File: src/rtl/scan_seq_pkg.sv
// Shared types and helpers for the row scan sequencer.
// Assumes nothing beyond IEEE 1800-2017 constant functions.
package scan_seq_pkg;

    // Encoding of the clock-source select pin.
    typedef enum logic {
        SRC_EXT = 1'b0,
        SRC_INT = 1'b1
    } clk_src_e;

    // Bit width that holds 0..n-1, never less than one bit.
    function automatic int width_of(input int n);
        return (n > 1) ? $clog2(n) : 1;
    endfunction

endpackage

File: src/rtl/scan_clk_src.sv
// Base tick generator. Runs an internal oscillator (a divider that toggles
// its level every OSC_HALF clk cycles) and a two-flop synchronizer with edge
// detect for an external scan clock. It picks one of them as a one-cycle
// base tick. Assumes OSC_HALF >= 2 and that clk_sel only changes while
// rst_n is low.
module scan_clk_src
    import scan_seq_pkg::*;
#(
    parameter int OSC_HALF = 16
) (
    input  logic clk,
    input  logic rst_n,
    input  logic clk_sel,
    input  logic ext_clk,
    output logic base_tick,
    output logic osc_out
);

    localparam int             CW       = width_of(OSC_HALF);
    localparam logic [CW-1:0]  CNT_LAST = CW'(OSC_HALF - 1);

    logic [CW-1:0] div_cnt;
    logic          osc_q;
    logic [2:0]    ext_sh;
    logic          int_tick;
    logic          ext_tick;
    clk_src_e      src;

    // Internal oscillator: count half periods and toggle the level.
    always_ff @(posedge clk) begin
        if (!rst_n) begin
            div_cnt <= '0;
            osc_q   <= 1'b0;
        end else if (div_cnt == CNT_LAST) begin
            div_cnt <= '0;
            osc_q   <= ~osc_q;
        end else begin
            div_cnt <= div_cnt + CW'(1);
        end
    end

    // External clock: two synchronizing stages plus one history stage.
    always_ff @(posedge clk) begin
        if (!rst_n) begin
            ext_sh <= '0;
        end else begin
            ext_sh <= {ext_sh[1:0], ext_clk};
        end
    end

    // Source selection and rising-edge tick generation.
    always_comb begin
        src       = clk_src_e'(clk_sel);
        int_tick  = (div_cnt == CNT_LAST) && !osc_q;
        ext_tick  = ext_sh[1] && !ext_sh[2];
        base_tick = (src == SRC_INT) ? int_tick : ext_tick;
        osc_out   = (src == SRC_INT) ? osc_q : 1'b0;
    end

endmodule

File: src/rtl/scan_phase_ctr.sv
// Phase sequencer. On each base tick it advances the sub-slot counter. When
// the sub-slot wraps, it moves to the next row phase: the bank alternates
// first, and the row advances after the last bank. It registers the row,
// the bank and the bank's first character index, and pulses a strobe for
// one cycle. It also flags the tick that ends a full refresh.
// Assumes SUBSLOTS >= 2 and that DIGITS is a multiple of BANKS.
module scan_phase_ctr
    import scan_seq_pkg::*;
#(
    parameter int SUBSLOTS = 15,
    parameter int ROWS     = 7,
    parameter int BANKS    = 2,
    parameter int DIGITS   = 8,
    localparam int SW      = width_of(SUBSLOTS),
    localparam int RW      = width_of(ROWS),
    localparam int BW      = width_of(BANKS),
    localparam int DW      = width_of(DIGITS)
) (
    input  logic          clk,
    input  logic          rst_n,
    input  logic          tick,
    output logic [SW-1:0] sub_slot,
    output logic [RW-1:0] row_idx,
    output logic [BW-1:0] bank_idx,
    output logic [DW-1:0] digit_base,
    output logic          phase_strobe,
    output logic          frame_end
);

    localparam int DPB = DIGITS / BANKS;

    logic          sub_last;
    logic          row_last;
    logic          bank_last;
    logic [RW-1:0] row_nxt;
    logic [BW-1:0] bank_nxt;
    logic [DW-1:0] dbase_nxt;

    // Position of the next phase in bank-interleaved order.
    always_comb begin
        sub_last  = (sub_slot == SW'(SUBSLOTS - 1));
        row_last  = (row_idx  == RW'(ROWS - 1));
        bank_last = (bank_idx == BW'(BANKS - 1));
        row_nxt   = row_idx;
        bank_nxt  = bank_idx;
        if (bank_last) begin
            bank_nxt = '0;
            row_nxt  = row_last ? '0 : row_idx + RW'(1);
        end else begin
            bank_nxt = bank_idx + BW'(1);
        end
        dbase_nxt = DW'(int'(bank_nxt) * DPB);
        frame_end = tick && sub_last && bank_last && row_last;
    end

    // Sub-slot counter and registered phase outputs.
    always_ff @(posedge clk) begin
        if (!rst_n) begin
            sub_slot     <= '0;
            row_idx      <= '0;
            bank_idx     <= '0;
            digit_base   <= '0;
            phase_strobe <= 1'b0;
        end else begin
            phase_strobe <= 1'b0;
            if (tick) begin
                if (sub_last) begin
                    sub_slot     <= '0;
                    row_idx      <= row_nxt;
                    bank_idx     <= bank_nxt;
                    digit_base   <= dbase_nxt;
                    phase_strobe <= 1'b1;
                end else begin
                    sub_slot <= sub_slot + SW'(1);
                end
            end
        end
    end

endmodule

File: src/rtl/scan_blink_div.sv
// Attribute blink divider. It counts completed refreshes and toggles the
// blink level every BLINK_FRAMES of them, which gives a 50% duty square
// wave. Assumes frame_end is a one-cycle pulse.
module scan_blink_div
    import scan_seq_pkg::*;
#(
    parameter int BLINK_FRAMES = 8
) (
    input  logic clk,
    input  logic rst_n,
    input  logic frame_end,
    output logic blink
);

    localparam int            FW      = width_of(BLINK_FRAMES);
    localparam logic [FW-1:0] FR_LAST = FW'(BLINK_FRAMES - 1);

    logic [FW-1:0] frame_cnt;

    // Refresh counter that toggles blink on wrap.
    always_ff @(posedge clk) begin
        if (!rst_n) begin
            frame_cnt <= '0;
            blink     <= 1'b0;
        end else if (frame_end) begin
            if (frame_cnt == FR_LAST) begin
                frame_cnt <= '0;
                blink     <= ~blink;
            end else begin
                frame_cnt <= frame_cnt + FW'(1);
            end
        end
    end

endmodule

File: src/rtl/scan_sequencer.sv
// Top of the row/column scan sequencer. It chains the clock source, the
// phase sequencer and the blink divider. All state resets synchronously,
// so units that share rst_n and a scan clock stay in lock-step.
module scan_sequencer
    import scan_seq_pkg::*;
#(
    parameter int OSC_HALF     = 16,
    parameter int SUBSLOTS     = 15,
    parameter int ROWS         = 7,
    parameter int BANKS        = 2,
    parameter int DIGITS       = 8,
    parameter int BLINK_FRAMES = 8,
    localparam int SW          = width_of(SUBSLOTS),
    localparam int RW          = width_of(ROWS),
    localparam int BW          = width_of(BANKS),
    localparam int DW          = width_of(DIGITS)
) (
    input  logic          clk,
    input  logic          rst_n,
    input  logic          clk_sel,
    input  logic          ext_clk,
    output logic          osc_out,
    output logic [RW-1:0] row_idx,
    output logic [BW-1:0] bank_idx,
    output logic [DW-1:0] digit_base,
    output logic [SW-1:0] sub_slot,
    output logic          phase_strobe,
    output logic          blink
);

    logic base_tick;
    logic frame_end;

    scan_clk_src #(
        .OSC_HALF (OSC_HALF)
    ) u_src (
        .clk       (clk),
        .rst_n     (rst_n),
        .clk_sel   (clk_sel),
        .ext_clk   (ext_clk),
        .base_tick (base_tick),
        .osc_out   (osc_out)
    );

    scan_phase_ctr #(
        .SUBSLOTS (SUBSLOTS),
        .ROWS     (ROWS),
        .BANKS    (BANKS),
        .DIGITS   (DIGITS)
    ) u_phase (
        .clk          (clk),
        .rst_n        (rst_n),
        .tick         (base_tick),
        .sub_slot     (sub_slot),
        .row_idx      (row_idx),
        .bank_idx     (bank_idx),
        .digit_base   (digit_base),
        .phase_strobe (phase_strobe),
        .frame_end    (frame_end)
    );

    scan_blink_div #(
        .BLINK_FRAMES (BLINK_FRAMES)
    ) u_blink (
        .clk       (clk),
        .rst_n     (rst_n),
        .frame_end (frame_end),
        .blink     (blink)
    );

endmodule

File: config.mk
export PLATFORM = sky130hd
export DESIGN_NAME = scan_sequencer
export DESIGN_NICKNAME = d
export VERILOG_FILES = /design/src/rtl/scan_seq_pkg.sv /design/src/rtl/scan_clk_src.sv /design/src/rtl/scan_phase_ctr.sv /design/src/rtl/scan_blink_div.sv /design/src/rtl/scan_sequencer.sv
export SDC_FILE = /design/constraint.sdc
export NUM_CORES = 1
export LEC_CHECK = 0
export CAP_MARGIN = 20
export CORE_MARGIN = 2
export CORE_UTILIZATION = 40
export DETAILED_ROUTE_END_ITERATION = 16
export DONT_BUFFER_PORTS = 1
export PLACE_DENSITY_LB_ADDON = 0.05
export SLEW_MARGIN = 20
export SYNTH_ARGS = -nofsm -noshare
export SYNTH_HDL_FRONTEND = slang
export SYNTH_SLANG_ARGS = --single-unit
File: constraint.sdc
create_clock -name clk -period 3.6 [get_ports clk]
set_input_delay 1.08 -clock clk [delete_from_list [all_inputs] [get_ports clk]]
set_output_delay 1.08 -clock clk [all_outputs]
set_load 0.05 [all_outputs]
# == Word level (Yosys, flattened, before mapping) ==
# Index checks and enable logic that the tools add are counted.
# totals
regBits,21
inputBits,4
out_inout_bits,14
elab_cells,40
# op_classes
n_addsub,5
n_eq_ne,4
muxes,7
bitwise_logic,3
reduce_logical,12
# ops
operator,count
$add 4x1->4 const B,2
$eq 4x4->1 const B,2
$add 3x1->3 const B,2
$eq 3x3->1 const B,2
$mux 3,2
$reduce_and 2->1,3
$logic_and 1x1->1,5
$mux 1,4
$mux 4,1
$not 1->1,3
$reduce_and 3->1,1
$logic_not 1->1,2
$reduce_or 2->1,1
$add 1x1->1 const B,1

# == Depth between registers and ports, before layout ==
# Gate-level depths: netlist of the first run.
# depth
depth_word,7
mapped_depth,6
depth_no_buf,5

# == By module ==
# A second synthesis of the first run with hierarchy kept.
# unflattened
cells_unflattened,97
hier_area_um2,942.2
# by_module_without_submodules
module,instances,cells_per_inst,area_each_um2,seq_area_each_um2
scan_phase_ctr,1,51,454.2,180.2
scan_clk_src,1,29,300.3,160.2
scan_blink_div,1,17,187.7,80.1

# == Worst setup path after synthesis of the first run ==
# No wires, ideal clock.
# synth_timing
kind,input to output
from,input port clk_sel
to,output port osc_out
arrival_ns,1.492
t_required_ns,2.520
slack_ns,1.028
stages,1
n_path_buf,0
cell_sequence,and2_1
# synth_between
elab_chain_len,1
# synth_rtl
element,line,rtl
"start, declared",scan_sequencer.sv:20,"input logic clk_sel,"
$mux 1,scan_clk_src.sv:57,osc_out = (src == SRC_INT) ? osc_q : 1'b0;
"end, declared",scan_sequencer.sv:22,"output logic osc_out,"
# Every way passes these cells.

# == Final worst setup path of the first run ==
# Ends and elaborated chain as after synthesis.

==> metrics.md, run 1 <==
| Metric | Value |
|---|---|
| Outcome | complete, no violations |
| DR vias | 777 |
| Hold path depth | 1 |
| Worst-Margin Slew | 997 ps |
| Hold path start | u_src.ext_sh[0] |
| Cts bufs inserted | 3 |
| Max Freq | 386 MHz |
| Final Routed Wirelength | 1.90 mm |
| Dpl ws | 1010 ps |
| Root Driver | clkbuf_4 |
| Crit path kind | input pin to primary output |
| Ys Warns | 0 |
| Clk sinks | 21 |
| Remaining DRCs | 0 |
| Die ar. | 2860 µm² |
| Via density | 5.67 |
| Storage element area | 420 µm² |
| R2R cell count | 5 |
| Fillers | 243 |
| Largest cells by area after synthesis | dfxtp_1 (43%), a21oi_1 (8.2%), o21ai_0 (5.1%), ha_1 (3.8%), and2_1 (2.6%) |
| Setup_tns | 0 ps |
| Nets | 117 |
| Area Growth Syn to Fin | 3.84% |
| Num ports | 18 |
| Largest net degree at the start of global routing | 16 |
| Slack of the critical path | 1010 ps |
| DR iter-0 viols | 5 |
| Initial Utilization | 43.4% |
| Max incr delay on CP | 430 ps |
| PwrDens | 370 nW/µm² |
| Crit-path leading delay family | simple AND/OR/NAND/NOR gates |
| Core ar. | 2250 µm² |
| First-pass GRT wire length | 3.28 mm |
| GR Util All Layers | 16.2% |
| Peak supply drop | 0.222 mV |
| WL per Instance | 13.9 µm |
| Multi-input gate area | 504 µm² |
| Post-synth EDFFs | 0 |
| Max FO, Critical Path | 6 |
| Period utilisation layout | 72.0% |
| CP required | 2520 ps |
| GRT overflow | 0 |
| Post-synth top flop | dfxtp_1 |
| Sequential fraction of the synthesis area | 43.0% |
| FF-to-FF setup slack | 1450 ps |
| Hold endpoint | u_src.ext_sh[1] |
| Final setup vio count | 0 |
| Detailed Place HPWL | 1.30 mm |
| Clock buffer depth | 2 |
| Yosys cell types | 34 |
| Crit end category | primary output |
| Routability Congestion | 0.731 |
| Die Ht | 53.5 µm |
| Fin. max-slew vios | 0 |
| Leak pwr | 0.373 nW |
| Worst r2r dst | u_phase.row_idx[1] |
| Flops & latches, synth | 21 |
| CP arrival | 1510 ps |
| # Post-CTS Setup Buffers | 0 |
| Clock latency on the worst-skew pair | 300 ps |
| Reg clk slew, reported paths | 110 ps |
| Hold Vio Cnt, Final | 0 |
| Post-synth top area cell | dfxtp_1 |
| CTS H-Tree Depth | 1 |
| CTS hold repair buffers | 0 |
| Post-DRT Antenna Nets | 0 |
| Hold Path Class | flop to flop |
| WP buf/inv | 0 |
| # diodes | 0 |
| Commonest non-fill, non-tap cells in the layout | dfxtp_1 (21), a21oi_1 (16), o21ai_0 (10) |
| Die X | 53.5 µm |
| Site Rows | 17 |
| Total Power | 0.000376 W |
| Vias in the first global route | 707 |
| CP Launch Type | input pin |
| CTS tree | yes |
| Commonest non-fill, non-tap cell in the layout | dfxtp_1 |
| Max-slew headroom | 33.5% |
| Unrepaired setup endpoints after global routing | false |
| Worst r2r src | u_src.div_cnt[0] |
| First-pass DRT Iterations | 4 |
| Max-Cap Viols | 0 |
| Area share of the largest cell type after synthesis | 43.0% |
| Mapped Area | 978 µm² |
| Share of layout cells above drive strength 1 | 9.17% |
| Setup Skew | 4.16 ps |
| Buffers added on ports | 0 |
| Gate Count Post-Synth | 108 |
| Fraction of registers with async set/reset | 0% |
| Initial antenna violation count | 0 |
| CP cell instances | and2_1 |
| Max stage delay cell, worst path | and2_1 |
| Post-CTS sizing | 0 |
| Min cycle time layout | 2590 ps |
| Synthesized area per cell | 9.06 µm² |
## registers in the layout (all words and copies together), names as in the netlist
| register | count |
|---|---|
| u_phase.row_idx | 3 |
| u_src.ext_sh | 3 |
| u_blink.frame_cnt | 3 |
| u_src.osc_q | 1 |
| u_phase.phase_strobe | 1 |
| u_phase.sub_slot | 4 |
| u_blink.blink | 1 |
| u_phase.bank_idx | 1 |
| u_src.div_cnt | 4 |
## cell type report
type                       instances  share of cell area (%)
sequential                        21                    41.4
multi-input combinational         78                    49.6
timing repair buffer               2                    1.48
inverter                           4                    1.48
clock buffer                       4                    2.59
tap                               28                    3.45
## synth_stat cells, types with 2 or more instances
cell	count
o31ai_1	3
inv_1	4
nand3_1	5
nand2_1	6
a21oi_1	16
and4b_1	2
nor2_1	4
nand4_1	2
o21ai_0	10
or4_1	2
ha_1	3
and2_1	4
buf_4	3
or4b_1	2
nand4b_1	2
nand3b_1	2
dfxtp_1	21
## how the worst max path moves through the flow
stage / start / end / slack (ps) / depth (start not counted)
after floorplan: clk_sel / osc_out / 1030 / 1
after global placement: clk_sel / osc_out / 1000 / 1
after detailed placement: clk_sel / osc_out / 1010 / 1
after CTS: clk_sel / osc_out / 1010 / 1
after global routing: clk_sel / osc_out / 1000 / 1
final: clk_sel / osc_out / 1010 / 1
## per-stage QoR
stage	util, %	hold slack [ps]	instances	cell area (µm²)
2_1_floorplan	-	412	109	982
3_3_place_gp	43.9	420	133	990
3_5_place_dp	43.9	419	133	990
4_1_cts	45.1	459	137	1020
5_1_grt	45.1	496	137	1020
6_report	45.1	457	137	1020
## report_power, final
group,switching (W),total (W),internal [W]
logic,0.0000133,0.0000189,0.00000562
clock network,0.0000717,0.000115,0.0000432
registers,0.00000555,0.000243,0.000237
total,0.0000905,0.000376,0.000286
## layer usage
| metal | global-route usage, % | vias to the layer above | wire, µm |
|---|---|---|---|
| met4 | 5.13 | 0 | 14 |
| li1 | - | 395 | - |
| met1 | 20.5 | 358 | 953 |
| met2 | 24.1 | 22 | 815 |
| met3 | 7.34 | 2 | 117 |
| met5 | 0 | - | 0 |
## logic make-up after synthesis
family / share of synthesized area, %
other: 0.383
AO/OA/AOI/OAI: 17.9
adder cells (fa/ha/maj): 3.84
multiplexers: 1.15
AND/OR/NAND/NOR: 26.1
flip-flops: 43.0
buffers and inverters: 5.88
XOR/XNOR: 1.79
No activity file was read; power rests on OpenSTA's default activity.
==> run 2, diff against run 1 <==
==> constraint.sdc (replaced) <==
create_clock -name clk -period 2.48 [get_ports clk]
set_input_delay 0.744 -clock clk [delete_from_list [all_inputs] [get_ports clk]]
set_output_delay 0.744 -clock clk [all_outputs]
set_load 0.05 [all_outputs]
==> run 2 against run 1 <==
  * Clock skew increased by 4.7 ps
  * Die area unchanged
  * Core utilization increased by 1.3 points
  * Register-to-register slack got worse by 1100 ps
  * Combinational power increased by 64%
  * First-iteration DRC count increased by 140%
  * Non-clock buffer count increased by 4
  * Largest cell class unchanged
  * Hold slack got worse by 6.4 ps
  * Wire length decreased by 1.7%
==> metrics.md, run 2 (synthesized netlist as in run 1, its figures left out) <==
| Metric | Value |
|---|---|
| Outcome | complete, no violations (unchanged) |
| Switch share | 23.6% (was 24.0%) |
| Fin. max-slew vios | 0 (unchanged) |
| Largest net degree at the start of global routing | 16 (unchanged) |
| Post-CTS sizing | 0 (unchanged) |
| Commonest non-fill, non-tap cell in the layout | dfxtp_1 (unchanged) |
| Vias in the first global route | 689 (was 707) |
| WL per Instance | 13.2 µm (was 13.9 µm) |
| Clock latency on the worst-skew pair | 300 ps (about the same) |
| Remaining DRCs | 0 (unchanged) |
| Final Routed Wirelength | 1.87 mm (was 1.90 mm) |
| Max-slew headroom | 36.6% (was 33.5%) |
| Leak pwr | 0.395 nW (was 0.373 nW) |
| Die X | 53.5 µm (unchanged) |
| PwrDens | 520 nW/µm² (was 370 nW/µm²) |
| Peak supply drop | 0.294 mV (was 0.222 mV) |
| CP Launch Type | flop (was input pin) |
| Final setup vio count | 0 (unchanged) |
| Max stage delay cell, worst path | a21oi_1 (was and2_1) |
| Min cycle time layout | 2090 ps |
| Initial antenna violation count | 0 (unchanged) |
| Hold Path Class | flop to flop (unchanged) |
| Crit path kind | flop to flop (was input pin to primary output) |
| # diodes | 0 (unchanged) |
| Via density | 5.58 (was 5.67) |
| CTS hold repair buffers | 0 (unchanged) |
| Clock buffer depth | 2 (unchanged) |
| CP cell instances | ha_1 > and4b_1 > a21oi_1 > o311ai_0 > o31ai_1 (was and2_1) |
| Max Freq | 479 MHz |
| Routability Congestion | 0.776 (was 0.731) |
| First-pass DRT Iterations | 4 (unchanged) |
| CP required | 2700 ps (was 2520 ps) |
| Regs by FF count | u_phase.sub_slot: 4 flops, u_src.div_cnt: 4 flops (unchanged) |
| Seq pwr share | 64.2% (was 64.5%) |
| Setup_tns | 0 ps (unchanged) |
| Die ar. | 2860 µm² (unchanged) |
| Die Ht | 53.5 µm (unchanged) |
| Detailed Place HPWL | 1.29 mm (was 1.30 mm) |
| Comb pwr share | 5.7% (was 5.0%) |
| Commonest non-fill, non-tap cells in the layout | dfxtp_1 (21), a21oi_1 (16), o21ai_0 (10) (unchanged) |
| Net Sw Power | 0.000128 W (was 0.0000905 W) |
| DR vias | 787 (was 777) |
| Post-DRT Antenna Nets | 0 (unchanged) |
| Unrepaired setup endpoints after global routing | false (unchanged) |
| Cts bufs inserted | 3 (unchanged) |
| CTS H-Tree Depth | 1 (unchanged) |
| Setup Skew | 8.90 ps (was 4.16 ps) |
| Nets | 121 (was 117) |
| Root Driver | clkbuf_4 (unchanged) |
| Initial Utilization | 43.4% (unchanged) |
| First-pass GRT wire length | 2.99 mm (was 3.28 mm) |
| Num ports | 18 (unchanged) |
| Crit end category | flop (was primary output) |
| Post-layout util | 46.4% (was 45.1%) |
| Share of layout cells above drive strength 1 | 12.4% (was 9.17%) |
| DR iter-0 viols | 12 (was 5) |
| Max incr delay on CP | 760 ps (was 430 ps) |
| Clock power frac | 30.1% (was 30.5%) |
| Buffers added on ports | 0 (unchanged) |
| Reg clk slew, reported paths | 120 ps (was 110 ps) |
| GRT overflow | 0 (unchanged) |
| Site Rows | 17 (unchanged) |
| CTS tree | yes (unchanged) |
| # Post-CTS Setup Buffers | 0 (unchanged) |
| Hold Vio Cnt, Final | 0 (unchanged) |
| Worst-Margin Slew | 950 ps (was 997 ps) |
| Clk sinks | 21 (unchanged) |
| Internal | 0.000415 W (was 0.000286 W) |
| Period utilisation layout | 84.2% |
| Max FO, Critical Path | 15 (was 6) |
| CP arrival | 2310 ps (was 1510 ps) |
| Fillers | 233 (was 243) |
| Core ar. | 2250 µm² (unchanged) |
| Area Growth Syn to Fin | 6.91% (was 3.84%) |
| GR Util All Layers | 14.8% (was 16.2%) |
| Max-Cap Viols | 0 (unchanged) |
==> run 2: changes by cell type in the layout (fill, tap and decap cells not counted), sizes merged <==
cell / delta
buf: +4
==> run 2: critical path: cells and delay by family (launching register included) <==
family,cells,cell delay [ps]
compound gates,3,1170
flops,1,350
simple gates,1,250
fa+ha+maj,1,250
==> run 2: metal layers <==
layer,GRT usage (%),part of all wire (%)
met2,21.8,44
met4,7.69,0.91
met5,0,0
met1,18.7,51
met3,5.37,3.7
==> run 2: metrics by stage <==
step / worst slack, ps / area (µm²) / hold WS (ps) / cells / power [W]
global route: 240 / 1050 / 488 / 141 / 0.000576
CTS: 404 / 1050 / 457 / 141 / 0.000555
global placement: 398 / 1020 / 425 / 137 / 0.000388
floorplan: 580 / 982 / 412 / 109 / 0.000384
finish: 391 / 1050 / 450 / 141 / 0.000544
detailed placement: 363 / 1020 / 426 / 137 / 0.000388
==> run 2: area by class of cell <==
cell class / instances / area, µm² / area share [%]
tap: 28 / 35.0 / 3.35
inverter: 4 / 15.0 / 1.44
timing repair buffer: 6 / 45.0 / 4.31
multi-input combinational: 78 / 504 / 48.2
clock buffer: 4 / 26.3 / 2.51
sequential: 21 / 420 / 40.2
==> run 2: path summary, 6_finish.rpt <==
kind	end	startpoint	slack, ps	cells after the start
setup reg to reg	u_phase.row_idx[1]	u_src.div_cnt[0]	390	5
hold reg to reg	u_src.ext_sh[1]	u_src.ext_sh[0]	450	1
hold / removal	u_src.ext_sh[1]	u_src.ext_sh[0]	450	1
setup / recovery	u_phase.row_idx[1]	u_src.div_cnt[0]	390	5
==> run 2: power by group through the flow <==
stage	registers, W	logic, W	clock network, W
floorplan	0.000359	0.0000255	0
global placement	0.000356	0.0000313	0
detailed placement	0.000357	0.0000313	0
CTS	0.000349	0.0000313	0.000174
global route	0.000350	0.0000351	0.000191
finish	0.000349	0.0000310	0.000164
